`config.mk`:
```
export PLATFORM = sky130hd
export DESIGN_NAME = thermal_event_irq
export DESIGN_NICKNAME = d
export VERILOG_FILES = /design/src/rtl/tiu_pkg.sv /design/src/rtl/tiu_sensor_cmp.sv /design/src/rtl/tiu_protect.sv /design/src/rtl/tiu_regs.sv /design/src/rtl/thermal_event_irq.sv
export SDC_FILE = /design/constraint.sdc
export NUM_CORES = 1
export LEC_CHECK = 0
export ABC_CLOCK_PERIOD_IN_PS = 9800
export BUFFER_PORTS_ARGS = -buffer_cell sky130_fd_sc_hd__buf_2
export CORE_UTILIZATION = 64
export DETAILED_ROUTE_END_ITERATION = 10
export GPL_ROUTABILITY_DRIVEN = 0
export PLACE_DENSITY = 0.83
export SKIP_LAST_GASP = 1
export SLEW_MARGIN = 20
export SYNTH_ARGS = -nofsm -noshare
export SYNTH_HDL_FRONTEND = slang
export SYNTH_SLANG_ARGS = --single-unit
```
`constraint.sdc`:
```
create_clock -name clk -period 9.8 [get_ports clk]
set_input_delay 1.47 -clock clk [delete_from_list [all_inputs] [get_ports clk]]
set_output_delay 1.47 -clock clk [all_outputs]
set_load 0.05 [all_outputs]
```
`src/rtl/tiu_pkg.sv`:
```
// Package: shared constants for the thermal event interrupt unit.
// Holds the status layout, the register word addresses and the
// protection source codes. The status layout is fixed at 32 bits.
package tiu_pkg;

    localparam int STAT_W      = 32;
    localparam int EVT_N       = 5;
    // Event offsets inside one channel's status group
    localparam int EV_COLD     = 0;
    localparam int EV_HOT      = 1;
    localparam int EV_LOW      = 2;
    localparam int EV_HIGH     = 3;
    localparam int EV_NTOH     = 4;
    localparam int BIT_TIMEOUT = 15;
    localparam int BIT_STAGE1  = 29;

    // Register word addresses
    localparam int A_STATUS   = 0;
    localparam int A_ENABLE   = 1;
    localparam int A_LOW_OFF  = 2;
    localparam int A_HIGH_OFF = 3;
    localparam int A_HOT      = 4;
    localparam int A_COLD     = 5;
    localparam int A_CTRL     = 6;
    localparam int A_STAGE1   = 7;

    // Protection source codes
    localparam logic [1:0] PROT_AVG     = 2'd0;
    localparam logic [1:0] PROT_HOTTEST = 2'd1;

    // First status bit of a channel's event group
    function automatic int sens_base(input int s);
        return (s < 3) ? 5 * s : 22;
    endfunction

endpackage

```
`src/rtl/tiu_sensor_cmp.sv`:
```
// Module: per-channel crossing detector.
// Keeps the last counted code of one channel and flags the threshold
// crossings between it and a new counted sample. The stored code also
// serves as the channel's latest value for the protection comparator.
// Assumes thresholds are zero-extended 15-bit codes; a lower code means hotter.
module tiu_sensor_cmp
    import tiu_pkg::*;
#(
    parameter int CODE_W = 16,
    parameter int THR_W  = 15
) (
    input  logic              clk,
    input  logic              rst_n,
    input  logic              strobe,
    input  logic [CODE_W:0]   word,
    input  logic [THR_W-1:0]  thr_low,
    input  logic [THR_W-1:0]  thr_high,
    input  logic [THR_W-1:0]  thr_hot,
    input  logic [THR_W-1:0]  thr_cold,
    input  logic              once_mode,
    output logic [EVT_N-1:0]  evt,
    output logic [CODE_W-1:0] last_code
);
    localparam logic [CODE_W-1:0] IDLE_CODE = '1;

    logic              take, pair, hot_x, cold_x;
    logic [CODE_W-1:0] cur, prev_q;
    logic [CODE_W-1:0] low_w, high_w, hot_w, cold_w;
    logic              has_prev_q, armed_q;

    // Decode the sample and compare it with the stored one
    always_comb begin
        take   = strobe & word[CODE_W];
        cur    = word[CODE_W-1:0];
        pair   = take & has_prev_q;
        low_w  = CODE_W'(thr_low);
        high_w = CODE_W'(thr_high);
        hot_w  = CODE_W'(thr_hot);
        cold_w = CODE_W'(thr_cold);
        hot_x  = pair && (prev_q >= hot_w) && (cur < hot_w);
        cold_x = pair && (prev_q <= cold_w) && (cur > cold_w);
        evt          = '0;
        evt[EV_HOT]  = hot_x;
        evt[EV_COLD] = cold_x;
        evt[EV_HIGH] = pair && (prev_q >= high_w) && (cur < high_w);
        evt[EV_LOW]  = pair && (prev_q <= low_w) && (cur > low_w);
        evt[EV_NTOH] = hot_x && (!once_mode || armed_q);
    end

    // Store the last counted sample and the once-mode arming flag
    always_ff @(posedge clk) begin
        if (!rst_n) begin
            prev_q     <= IDLE_CODE;
            has_prev_q <= 1'b0;
            armed_q    <= 1'b1;
        end else begin
            if (take) begin
                prev_q     <= cur;
                has_prev_q <= 1'b1;
            end
            if (hot_x && once_mode) armed_q <= 1'b0;
            else if (cold_x)        armed_q <= 1'b1;
        end
    end

    assign last_code = prev_q;

    // an uncounted sample raises nothing
    a_r3_invalid_silent: assert property (@(posedge clk) disable iff (!rst_n)
        !(strobe && word[CODE_W]) |-> (evt == '0));
    // the first counted sample has no predecessor
    a_r3_first_silent: assert property (@(posedge clk) disable iff (!rst_n)
        (take && !has_prev_q) |-> (evt == '0));
    // normal-to-hot only accompanies a hot crossing
    a_r6_ntoh_with_hot: assert property (@(posedge clk) disable iff (!rst_n)
        evt[EV_NTOH] |-> evt[EV_HOT]);
    // a sample cannot cross hot downward and cold upward at once
    a_r5_no_both_ways: assert property (@(posedge clk) disable iff (!rst_n)
        !(evt[EV_HOT] && evt[EV_COLD]));

endmodule

```
`src/rtl/tiu_protect.sv`:
```
// Module: protection comparator.
// Builds one code from the channels' latest codes (average, hottest or
// one selected channel) and flags each stage when that code first
// drops below the stage threshold. Assumes NUM_SENS is a power of two.
module tiu_protect
    import tiu_pkg::*;
#(
    parameter int CODE_W     = 16,
    parameter int THR_W      = 15,
    parameter int NUM_SENS   = 4,
    parameter int NUM_STAGES = 3,
    parameter int SEL_W      = 2
) (
    input  logic                         clk,
    input  logic                         rst_n,
    input  logic [NUM_SENS*CODE_W-1:0]   held,
    input  logic [1:0]                   mode,
    input  logic [SEL_W-1:0]             sel,
    input  logic [NUM_STAGES*THR_W-1:0]  stage_thr,
    output logic [NUM_STAGES-1:0]        stage_evt
);
    localparam int AVG_SH = $clog2(NUM_SENS);
    localparam int SUM_W  = CODE_W + AVG_SH;

    logic [SUM_W-1:0]      sum;
    logic [CODE_W-1:0]     hottest, prot_val;
    logic [NUM_STAGES-1:0] below_now, below_q;

    // Reduce the latest codes to the selected protection value
    always_comb begin
        sum     = '0;
        hottest = '1;
        for (int i = 0; i < NUM_SENS; i++) begin
            sum = sum + SUM_W'(held[i*CODE_W +: CODE_W]);
            if (held[i*CODE_W +: CODE_W] < hottest) hottest = held[i*CODE_W +: CODE_W];
        end
        case (mode)
            PROT_AVG:     prot_val = CODE_W'(sum >> AVG_SH);
            PROT_HOTTEST: prot_val = hottest;
            default:      prot_val = held[sel*CODE_W +: CODE_W];
        endcase
    end

    for (genvar k = 0; k < NUM_STAGES; k++) begin : g_stage
        // Compare against this stage's threshold
        assign below_now[k] = prot_val < CODE_W'(stage_thr[k*THR_W +: THR_W]);

        // Remember last cycle's comparison for edge detection
        always_ff @(posedge clk) begin
            if (!rst_n) below_q[k] <= 1'b0;
            else        below_q[k] <= below_now[k];
        end

        assign stage_evt[k] = below_now[k] & ~below_q[k];

        // one event per entry below the threshold
        a_r11_stage_single: assert property (@(posedge clk) disable iff (!rst_n)
            stage_evt[k] |=> !stage_evt[k]);
    end

endmodule

```
`src/rtl/tiu_regs.sv`:
```
// Module: register file, status latch and interrupt register.
// Word-addressed write port with combinational read. Status bits are
// write-one-to-clear, and a same-cycle set wins over the clear.
// Assumes set_vec only drives bits of the defined status layout.
module tiu_regs
    import tiu_pkg::*;
#(
    parameter int ADDR_W     = 4,
    parameter int THR_W      = 15,
    parameter int NUM_STAGES = 3,
    parameter int SEL_W      = 2
) (
    input  logic                        clk,
    input  logic                        rst_n,
    input  logic                        reg_we,
    input  logic [ADDR_W-1:0]           reg_addr,
    input  logic [STAT_W-1:0]           reg_wdata,
    output logic [STAT_W-1:0]           reg_rdata,
    input  logic [STAT_W-1:0]           set_vec,
    output logic                        irq,
    output logic [THR_W-1:0]            thr_low,
    output logic [THR_W-1:0]            thr_high,
    output logic [THR_W-1:0]            thr_hot,
    output logic [THR_W-1:0]            thr_cold,
    output logic [1:0]                  ctrl_mode,
    output logic [SEL_W-1:0]            ctrl_sel,
    output logic                        ctrl_once,
    output logic [NUM_STAGES*THR_W-1:0] stage_thr
);
    localparam int CTRL_W = 3 + SEL_W;

    logic [STAT_W-1:0] status_q, enable_q, clr_vec;
    logic [THR_W-1:0]  low_q, high_q, hot_q, cold_q;
    logic [CTRL_W-1:0] ctrl_q;
    logic [THR_W-1:0]  stage_q [NUM_STAGES];
    logic              irq_q;

    // Write-one-to-clear mask for the status word
    always_comb clr_vec = (reg_we && reg_addr == ADDR_W'(A_STATUS)) ? reg_wdata : '0;

    // Latch events; a set beats a clear in the same cycle
    always_ff @(posedge clk) begin
        if (!rst_n) status_q <= '0;
        else        status_q <= (status_q & ~clr_vec) | set_vec;
    end

    // Configuration register writes
    always_ff @(posedge clk) begin
        if (!rst_n) begin
            enable_q <= '0;
            low_q    <= '0;
            high_q   <= '0;
            hot_q    <= '0;
            cold_q   <= '0;
            ctrl_q   <= '0;
        end else if (reg_we) begin
            case (reg_addr)
                ADDR_W'(A_ENABLE):   enable_q <= reg_wdata;
                ADDR_W'(A_LOW_OFF):  low_q    <= reg_wdata[THR_W-1:0];
                ADDR_W'(A_HIGH_OFF): high_q   <= reg_wdata[THR_W-1:0];
                ADDR_W'(A_HOT):      hot_q    <= reg_wdata[THR_W-1:0];
                ADDR_W'(A_COLD):     cold_q   <= reg_wdata[THR_W-1:0];
                ADDR_W'(A_CTRL):     ctrl_q   <= reg_wdata[CTRL_W-1:0];
                default: ;
            endcase
        end
    end

    for (genvar k = 0; k < NUM_STAGES; k++) begin : g_stage_reg
        // Stage threshold write
        always_ff @(posedge clk) begin
            if (!rst_n)
                stage_q[k] <= '0;
            else if (reg_we && reg_addr == ADDR_W'(A_STAGE1 + k))
                stage_q[k] <= reg_wdata[THR_W-1:0];
        end
        assign stage_thr[k*THR_W +: THR_W] = stage_q[k];
    end

    // Registered interrupt from masked status
    always_ff @(posedge clk) begin
        if (!rst_n) irq_q <= 1'b0;
        else        irq_q <= |(status_q & enable_q);
    end

    // Combinational read mux
    always_comb begin
        reg_rdata = '0;
        case (reg_addr)
            ADDR_W'(A_STATUS):   reg_rdata = status_q;
            ADDR_W'(A_ENABLE):   reg_rdata = enable_q;
            ADDR_W'(A_LOW_OFF):  reg_rdata = STAT_W'(low_q);
            ADDR_W'(A_HIGH_OFF): reg_rdata = STAT_W'(high_q);
            ADDR_W'(A_HOT):      reg_rdata = STAT_W'(hot_q);
            ADDR_W'(A_COLD):     reg_rdata = STAT_W'(cold_q);
            ADDR_W'(A_CTRL):     reg_rdata = STAT_W'(ctrl_q);
            default: ;
        endcase
        for (int k = 0; k < NUM_STAGES; k++)
            if (reg_addr == ADDR_W'(A_STAGE1 + k)) reg_rdata = STAT_W'(stage_q[k]);
    end

    assign irq       = irq_q;
    assign thr_low   = low_q;
    assign thr_high  = high_q;
    assign thr_hot   = hot_q;
    assign thr_cold  = cold_q;
    assign ctrl_mode = ctrl_q[1:0];
    assign ctrl_sel  = ctrl_q[2 +: SEL_W];
    assign ctrl_once = ctrl_q[2+SEL_W];

    // an event set survives a same-cycle clear
    a_r7_set_wins: assert property (@(posedge clk) disable iff (!rst_n)
        (set_vec != '0) |=> ((status_q & $past(set_vec)) == $past(set_vec)));
    // cleared bits without a new event read 0 next cycle
    a_r7_clear_takes: assert property (@(posedge clk) disable iff (!rst_n)
        ((clr_vec & ~set_vec) != '0) |=> ((status_q & $past(clr_vec & ~set_vec)) == '0));
    // nothing enabled last cycle means no interrupt
    a_r8_masked_quiet: assert property (@(posedge clk) disable iff (!rst_n)
        ($past(enable_q) == '0) |-> !irq);
    // threshold words read 0 above bit 14
    a_r9_thr_upper_zero: assert property (@(posedge clk) disable iff (!rst_n)
        (reg_addr >= ADDR_W'(A_LOW_OFF) && reg_addr <= ADDR_W'(A_COLD))
            |-> (reg_rdata[STAT_W-1:THR_W] == '0));

endmodule

```
`src/rtl/thermal_event_irq.sv`:
```
// Module: top of the thermal event interrupt unit.
// Instantiates one crossing detector per channel, the protection
// comparator and the register file, and maps events onto the status
// layout. Assumes at most four channels, as the status layout is fixed.
module thermal_event_irq
    import tiu_pkg::*;
#(
    parameter int NUM_SENS   = 4,
    parameter int CODE_W     = 16,
    parameter int THR_W      = 15,
    parameter int NUM_STAGES = 3,
    parameter int ADDR_W     = 4
) (
    input  logic                           clk,
    input  logic                           rst_n,
    input  logic [NUM_SENS-1:0]            samp_strobe,
    input  logic [NUM_SENS*(CODE_W+1)-1:0] samp_word,
    input  logic                           access_timeout,
    input  logic                           reg_we,
    input  logic [ADDR_W-1:0]              reg_addr,
    input  logic [STAT_W-1:0]              reg_wdata,
    output logic [STAT_W-1:0]              reg_rdata,
    output logic                           irq
);
    localparam int WORD_W = CODE_W + 1;
    localparam int SEL_W  = (NUM_SENS > 1) ? $clog2(NUM_SENS) : 1;

    logic [THR_W-1:0]            thr_low, thr_high, thr_hot, thr_cold;
    logic [1:0]                  ctrl_mode;
    logic [SEL_W-1:0]            ctrl_sel;
    logic                        ctrl_once;
    logic [NUM_STAGES*THR_W-1:0] stage_thr;
    logic [NUM_SENS*EVT_N-1:0]   evt_flat;
    logic [NUM_SENS*CODE_W-1:0]  held;
    logic [NUM_STAGES-1:0]       stage_evt;
    logic [STAT_W-1:0]           set_vec;

    for (genvar s = 0; s < NUM_SENS; s++) begin : g_sens
        tiu_sensor_cmp #(.CODE_W(CODE_W), .THR_W(THR_W)) i_cmp (
            .clk       (clk),
            .rst_n     (rst_n),
            .strobe    (samp_strobe[s]),
            .word      (samp_word[s*WORD_W +: WORD_W]),
            .thr_low   (thr_low),
            .thr_high  (thr_high),
            .thr_hot   (thr_hot),
            .thr_cold  (thr_cold),
            .once_mode (ctrl_once),
            .evt       (evt_flat[s*EVT_N +: EVT_N]),
            .last_code (held[s*CODE_W +: CODE_W])
        );
    end

    tiu_protect #(
        .CODE_W(CODE_W), .THR_W(THR_W), .NUM_SENS(NUM_SENS),
        .NUM_STAGES(NUM_STAGES), .SEL_W(SEL_W)
    ) i_protect (
        .clk       (clk),
        .rst_n     (rst_n),
        .held      (held),
        .mode      (ctrl_mode),
        .sel       (ctrl_sel),
        .stage_thr (stage_thr),
        .stage_evt (stage_evt)
    );

    // Scatter all events onto the status layout
    always_comb begin
        set_vec = '0;
        for (int s = 0; s < NUM_SENS; s++)
            set_vec[sens_base(s) +: EVT_N] = evt_flat[s*EVT_N +: EVT_N];
        set_vec[BIT_TIMEOUT] = access_timeout;
        for (int k = 0; k < NUM_STAGES; k++)
            set_vec[BIT_STAGE1 + k] = stage_evt[k];
    end

    tiu_regs #(
        .ADDR_W(ADDR_W), .THR_W(THR_W), .NUM_STAGES(NUM_STAGES), .SEL_W(SEL_W)
    ) i_regs (
        .clk       (clk),
        .rst_n     (rst_n),
        .reg_we    (reg_we),
        .reg_addr  (reg_addr),
        .reg_wdata (reg_wdata),
        .reg_rdata (reg_rdata),
        .set_vec   (set_vec),
        .irq       (irq),
        .thr_low   (thr_low),
        .thr_high  (thr_high),
        .thr_hot   (thr_hot),
        .thr_cold  (thr_cold),
        .ctrl_mode (ctrl_mode),
        .ctrl_sel  (ctrl_sel),
        .ctrl_once (ctrl_once),
        .stage_thr (stage_thr)
    );

endmodule

```
Word-level counts from Yosys, hierarchy flattened:

Memories as Yosys holds them, arrays and structs flattened.
Cells that the tools add are included.

* equality and inequality tests: 10
* shifts and indexed selects: 1
* mux-type cells: 31
* bitwise logic cells: 21
* $lt $le $gt $ge: 39
* $add $sub $neg: 3
* reductions and logical operators: 62

Operators by type and width (number)
* 32-bit case mux with 7 select lines: 1
* 16-bit by 15-bit < comparator with 1-bit output: 11
* 16-bit by 15-bit greater-or-equal comparator with 1-bit output: 8
* 16-bit by 15-bit greater-than comparator with 1-bit output: 8
* 16-bit by 15-bit <= comparator with 1-bit output: 8
* 32-bit 2-to-1 mux: 4
* 32-bit AND: 2
* 16-bit 2-to-1 mux: 4
* 64-bit by 7-bit variable part select with 16-bit output: 1
* 16-bit < comparator: 3
* 15-bit 2-to-1 mux: 3
* 1-bit logical AND: 44
* 18-bit by 16-bit adder with 18-bit output: 2
* 32-bit NOT: 1
* 32-bit OR: 1
* 16-bit case mux with 2 select lines: 1
* 32-bit OR reduction: 1
* 1-bit 2-to-1 mux: 18
* 16-bit by 16-bit adder with 17-bit output: 1
* 4-bit by 3-bit equality test with 1-bit output, second input constant: 4
* 16-bit < comparator, second input constant: 1
* 2-bit AND reduction: 6
* 1-bit AND: 11
* 4-bit by 2-bit equality test with 1-bit output, second input constant: 2
* 10 further kinds: 21

* logic and storage cells: 191
* output and inout port bits: 33
* memories: 1
* flip-flop bits (word level): 205
* memory bits (writable): 45

Memory list
* i_regs.stage_q: words 3, width 15, read ports 3, clocked after Yosys merged registers in 0, wr ports 3, RTL line tiu_regs.sv:35 `logic [THR_W-1:0] stage_q [NUM_STAGES];`

Longest topological paths before layout:

* depth in word-level cells: 12
* mapped depth: 41
* depth with buffers taken out: 37

Hierarchy:

Synthesis repeated with hierarchy kept, for this count alone.

* cells, all modules: 3155
* area, all modules: 27112.3 µm²

By module, submodules not included
* tiu_sensor_cmp: area an instance 3459.6 µm², instances 4, cells each 426
* tiu_regs: area an instance 8449.4 µm², instances 1, cells each 880
* tiu_protect: area an instance 4820.9 µm², instances 1, cells each 570
* thermal_event_irq: area an instance 3.8 µm², instances 1, cells each 1

Least setup slack after synthesis:

OpenSTA, ideal clock, no wires.

* path kind: register -> register
* start: register g_sens[0].i_cmp.prev_q[15]
* end: register i_regs.status_q[29]
* setup time: 0.096 ns
* arrival time: 7.672 ns
* buffers on the path: 3
* path slack: 2.033 ns
* stages on the path, launching flop included: 35
* clock period less this slack: 7.767 ns
* cell sequence: dfxtp_1 -> clkbuf_1 -> inv_1 -> ha_1 -> and4_1 -> a221o_1 -> a21oi_4 -> buf_2 -> buf_1 -> a21oi_1 -> ha_1 -> a21o_1 -> a21o_1 -> a21oi_1 -> a2111o_1 -> and2_0 -> a21oi_2 -> mux2_2 -> ha_1 -> a21o_1 -> a21o_1 -> a211o_1 -> a21oi_1 -> o21ai_0 -> a21oi_1 -> nand2_4 -> a211oi_1 -> o22a_1 -> ha_1 -> a21o_1 -> a21o_1 -> a211oi_1 -> nand3b_1 -> o211a_1 -> o41ai_2

* cells in the longest elaborated chain, start to end: 12
* elaborated cells on any way between the ends: 16
* classes of those cells: add/sub: 3; order compare: 5; shift: 1; mux: 5; bitwise: 2

RTL lines
* start: declaration: RTL line tiu_sensor_cmp.sv:27 `logic [CODE_W-1:0] cur, prev_q;`
* start signal: assignment: RTL line tiu_sensor_cmp.sv:58 `prev_q <= cur;`
* 16-bit < comparator: RTL line tiu_protect.sv:35 `if (held[i*CODE_W +: CODE_W] < hottest) hottest = held[i*CODE_W +: CODE_W];`
* 16-bit 2-to-1 mux: RTL line tiu_protect.sv:35
* 16-bit < comparator: RTL line tiu_protect.sv:35
* 16-bit 2-to-1 mux: RTL line tiu_protect.sv:35
* 16-bit < comparator: RTL line tiu_protect.sv:35
* 16-bit 2-to-1 mux: RTL line tiu_protect.sv:35
* 16-bit < comparator: RTL line tiu_protect.sv:35
* 16-bit 2-to-1 mux: RTL line tiu_protect.sv:35
* 16-bit case mux with 2 select lines *: RTL line tiu_protect.sv:37 `case (mode)`
* 16-bit by 15-bit < comparator with 1-bit output *: RTL line tiu_protect.sv:46 `assign below_now[k] = prot_val < CODE_W'(stage_thr[k*THR_W +: THR_W]);`
* 1-bit AND *: RTL line tiu_protect.sv:54 `assign stage_evt[k] = below_now[k] & ~below_q[k];`
* 32-bit OR *: RTL line tiu_regs.sv:44 `else status_q <= (status_q & ~clr_vec) | set_vec;`
* end signal: assignment: RTL line tiu_regs.sv:44
* end: declaration: RTL line tiu_regs.sv:32 `logic [STAT_W-1:0] status_q, enable_q, clr_vec;`

Every way passes the cells marked *; elsewhere a longest branch is shown, timed or not.
A chain may end at the register's enable or synchronous reset.

Worst setup path in the final report:

Ends and elaborated chain as after synthesis.

==> results by group <==
Outcome
  – Run status: complete, no violations

Timing
  – Max-slew violation total from the final report: 0
  – Post-Route Setup TNS: 0 ps
  – Final clock skew: 22.7 ps
  – Worst slew margin relative to its limit: 16.3%
  – Setup repair after global routing missed its margin: false
  – Final hold violations: 0
  – Tcrit/Tclk final: 89.3%
  – Number of failing setup endpoints in the final timing report: 0
  – Pin slew with the least headroom to its limit: 1250 ps
  – Maximum clock rate: 0.114 GHz
  – Shortest clock period the worst path allows after layout: 8750 ps

Cells and area
  – Growth of design area from synthesis to finish: 8.48%
  – Number of nets in the layout: 3832
  – Count of filler cells inserted in the layout: 3027
  – Proportion of layout cells with a drive suffix above 1: 8.29%
  – Total inserted antenna cells: 0
  – Fin cells: 3656
  – Commonest cells after routing, fill and taps aside: 589 x ha_1, 391 x nand2_1, 259 x a21oi_1
  – Leading cell type in the layout, fill and taps excluded: ha_1

Synthesis
  – Synth area leaders: ha_1 29%, dfxtp_1 16%, nand2_1 5.8%
  – Area of the mapped netlist: 25600 um2
  – Synthesis Warnings: 0
  – Top cell type's share of synthesized area: 28.8%
  – Synthesized Nets: 3758
  – Unique cell type count in the Yosys netlist: 82
  – Number of flops mapped to enable cells by yosys: 45
  – Cell type contributing the most total cell area after synthesis: ha_1
  – Avg Synthesized Cell Area: 8.42 um2
  – #FFs+latches synth: 250
  – Synthesized instance count: 3040
  – Sequential share of the synthesized area: 21.3%
  – FFs w/ async S/R, synth: 0%
  – Prevailing post-synth register cell: dfxtp_1

Run
  – Count of maximum capacitance violations: 0

Placed design
  – Placed cell count: 3600
  – Post-DP HPWL: 74800 um
  – Number of buffers added on ports: 144

Worst setup path
  – Setup crit start kind: flip-flop
  – Top fanout value on the critical path: 30
  – CP startpoint: g_sens[0].i_cmp.last_code[15]
  – Critical path capture point type: flip-flop
  – Reg-to-Reg End: i_regs.status_q[29]
  – Slowest stage delay, CP: 650 ps
  – Number of logic stages on the critical path including buffering: 32
  – Dominant delay contributor by cell family on the critical path: compound AO/OA/AOI/OAI gates
  – Worst path required time: 10300 ps
  – Slack of the worst reg-to-reg path: 1050 ps
  – CP endpoint: i_regs.status_q[29]
  – Highest-delay cell along the critical path: a21oi_4
  – FF-to-FF path depth: 32
  – Startpoint of the worst-slack reg-to-reg timing path: g_sens[0].i_cmp.last_code[15]
  – CP arrival: 9250 ps
  – Most common cell type on the critical path: ha_1
  – Buffering stage count on the worst path with inverters included: 2
  – Worst setup path category: flip-flop to flip-flop

Floorplan
  – Die area: 40800 um2
  – Starting Density: 65.6%
  – Number of core rows: 72
  – Die Span X: 202 um
  – Floorplan die height: 202 um
  – Number of top-level design ports: 145
  – Core Area: 39000 um2

Drt
  – Routed len/inst: 27.3 um
  – Drt first pass iters: 9
  – 1st-iter DRT viols: 3922
  – Vias: 26307
  – Final Routed Wirelength: 99900 um
  – ANT nets after route: 0
  – Number of remaining DRC errors: 0
  – Vias per inst: 7.20

Power
  – Power per standard cell area: 154 nW/um2
  – Leakage power of the design: 12.0 nW
  – Total power: 4.27 mW
  – Worst IR drop on VDD: 159 uV

Global route
  – Antenna violations before repair: 4
  – Global-route wire length before repair: 149000 um
  – Number of global-route vias before repair: 25422
  – Total routing resource utilization after global routing: 47.9%
  – Pin count of the biggest net entering global routing: 82
  – Overflow left after global routing: 0

Clock network
  – Post-CTS Resized: 0
  – CTS tree: done
  – Clock slew at reported path FFs: 70 ps
  – Skew-Pair Late Insertion Delay: 610 ps
  – Clk sinks: 250
  – Clock H-tree levels: 1
  – CTS Root Cell: clkbuf_16
  – Number of CTS-inserted buffers: 30
  – Clock Tree Buf Depth: 3
  – Number of buffers added for setup after CTS: 0
  – Number of buffers inserted for hold repair after clock tree synthesis: 0

Min path
  – Classification of the worst-slack hold path: flip-flop to flip-flop
## report_power, final
group | internal (mW) | total (mW) | switching (mW)
clock | 0.759 | 1.27 | 0.512
sequential | 1.09 | 1.18 | 0.0888
combinational | 0.716 | 1.82 | 1.10
total | 2.57 | 4.27 | 1.70
## cell usage after synthesis (7+ instances only)
cell type,number
xnor2_1,15
o211a_1,9
nand4_1,70
ha_1,589
o21ai_0,107
a21oi_1,259
o21a_1,80
and4_1,7
a21o_1,131
o41ai_1,7
nand3_1,57
xor2_1,10
nand4b_1,9
o211ai_1,63
nor2b_1,62
edfxtp_1,45
dfxtp_1,205
fa_1,17
inv_1,201
nand2b_1,53
a22o_1,40
and2_1,52
nor2_1,120
and3_1,14
a211oi_1,25
a221oi_1,22
a2111oi_0,13
clkbuf_1,112
mux4_2,16
a211o_1,13
a22oi_1,30
nor3_1,35
o2111ai_1,7
nand2_1,392
nor4_1,10
a31oi_1,14
mux2i_1,10
## kinds of logic (layout without fill, tap and decap cells)
logic type               after synthesis  after routing  synth area share [%]
buffers and inverters                322            420                  4.73
flip-flops                           250            250                  21.3
AO/OA/AOI/OAI                        900            900                  24.0
AND/OR/NAND/NOR                      905            905                  16.9
XOR/XNOR                              25             25                 0.856
adder cells (fa/ha/maj)              606            606                  30.1
multiplexers                          32             32                  2.06
## cell type report
type	instances	area, um2	share of cell area [%]
multi-input cells	2468	18900	68.3
flip-flops and latches	250	5460	19.7
repair buffers	160	843	3.04
clock buffers	34	776	2.79
inverters	204	767	2.76
well taps	518	648	2.33
clock inverters	22	323	1.16
## state kept, by name, summed over array words and instances, names as in the netlist
register and flops:
i_regs.enable_q 32, i_regs.thr_low 15, i_regs.thr_high 15, i_regs.thr_cold 15
g_sens.i_cmp.has_prev_q 4, i_regs.ctrl_q 5, g_sens.i_cmp.last_code 64, g_sens.i_cmp.armed_q 4
i_regs.stage_q 45, i_regs.thr_hot 15, i_protect.below_q 3, i_regs.irq 1
i_regs.status_q 32
## per-stage QoR
step	worst slack (ps)	cell area (um2)	util [%]	hold slack, ps
global placement	1610	26700	68.3	420
CTS	1260	27800	71.2	434
finish	1050	27800	71.2	441
detailed placement	1340	26700	68.3	430
global route	401	27800	71.2	453
floorplan	2030	25600	-	415
## worst reg2reg max path: cells and delay by family, from the launching register on
family | cells | cell delay (ps)
simple gates | 5 | 820
flops | 1 | 570
fa+ha+maj | 4 | 1210
buf+inv | 2 | 400
compound gates | 21 | 5660
## per-layer routing
metal,up-vias,GRT usage [%],part of all wire [%]
met5,-,0,0.035
met4,4,36.6,9.7
met3,713,17.2,16
met2,2209,67.9,39
met1,11996,58.9,35
li1,11385,-,-
## worst min-delay path by stage
stage,startpoint,to,cells past startpoint
4_1_cts,i_protect.below_q[2],i_regs.status_q[31],1
2_1_floorplan,i_protect.below_q[1],i_regs.status_q[30],1
3_5_place_dp,i_protect.below_q[2],i_regs.status_q[31],1
3_3_place_gp,i_protect.below_q[1],i_regs.status_q[30],1
6_report,i_protect.below_q[1],i_regs.status_q[30],1
5_1_grt,i_protect.below_q[2],i_regs.status_q[31],1
(Power assumes the default switching activity.)
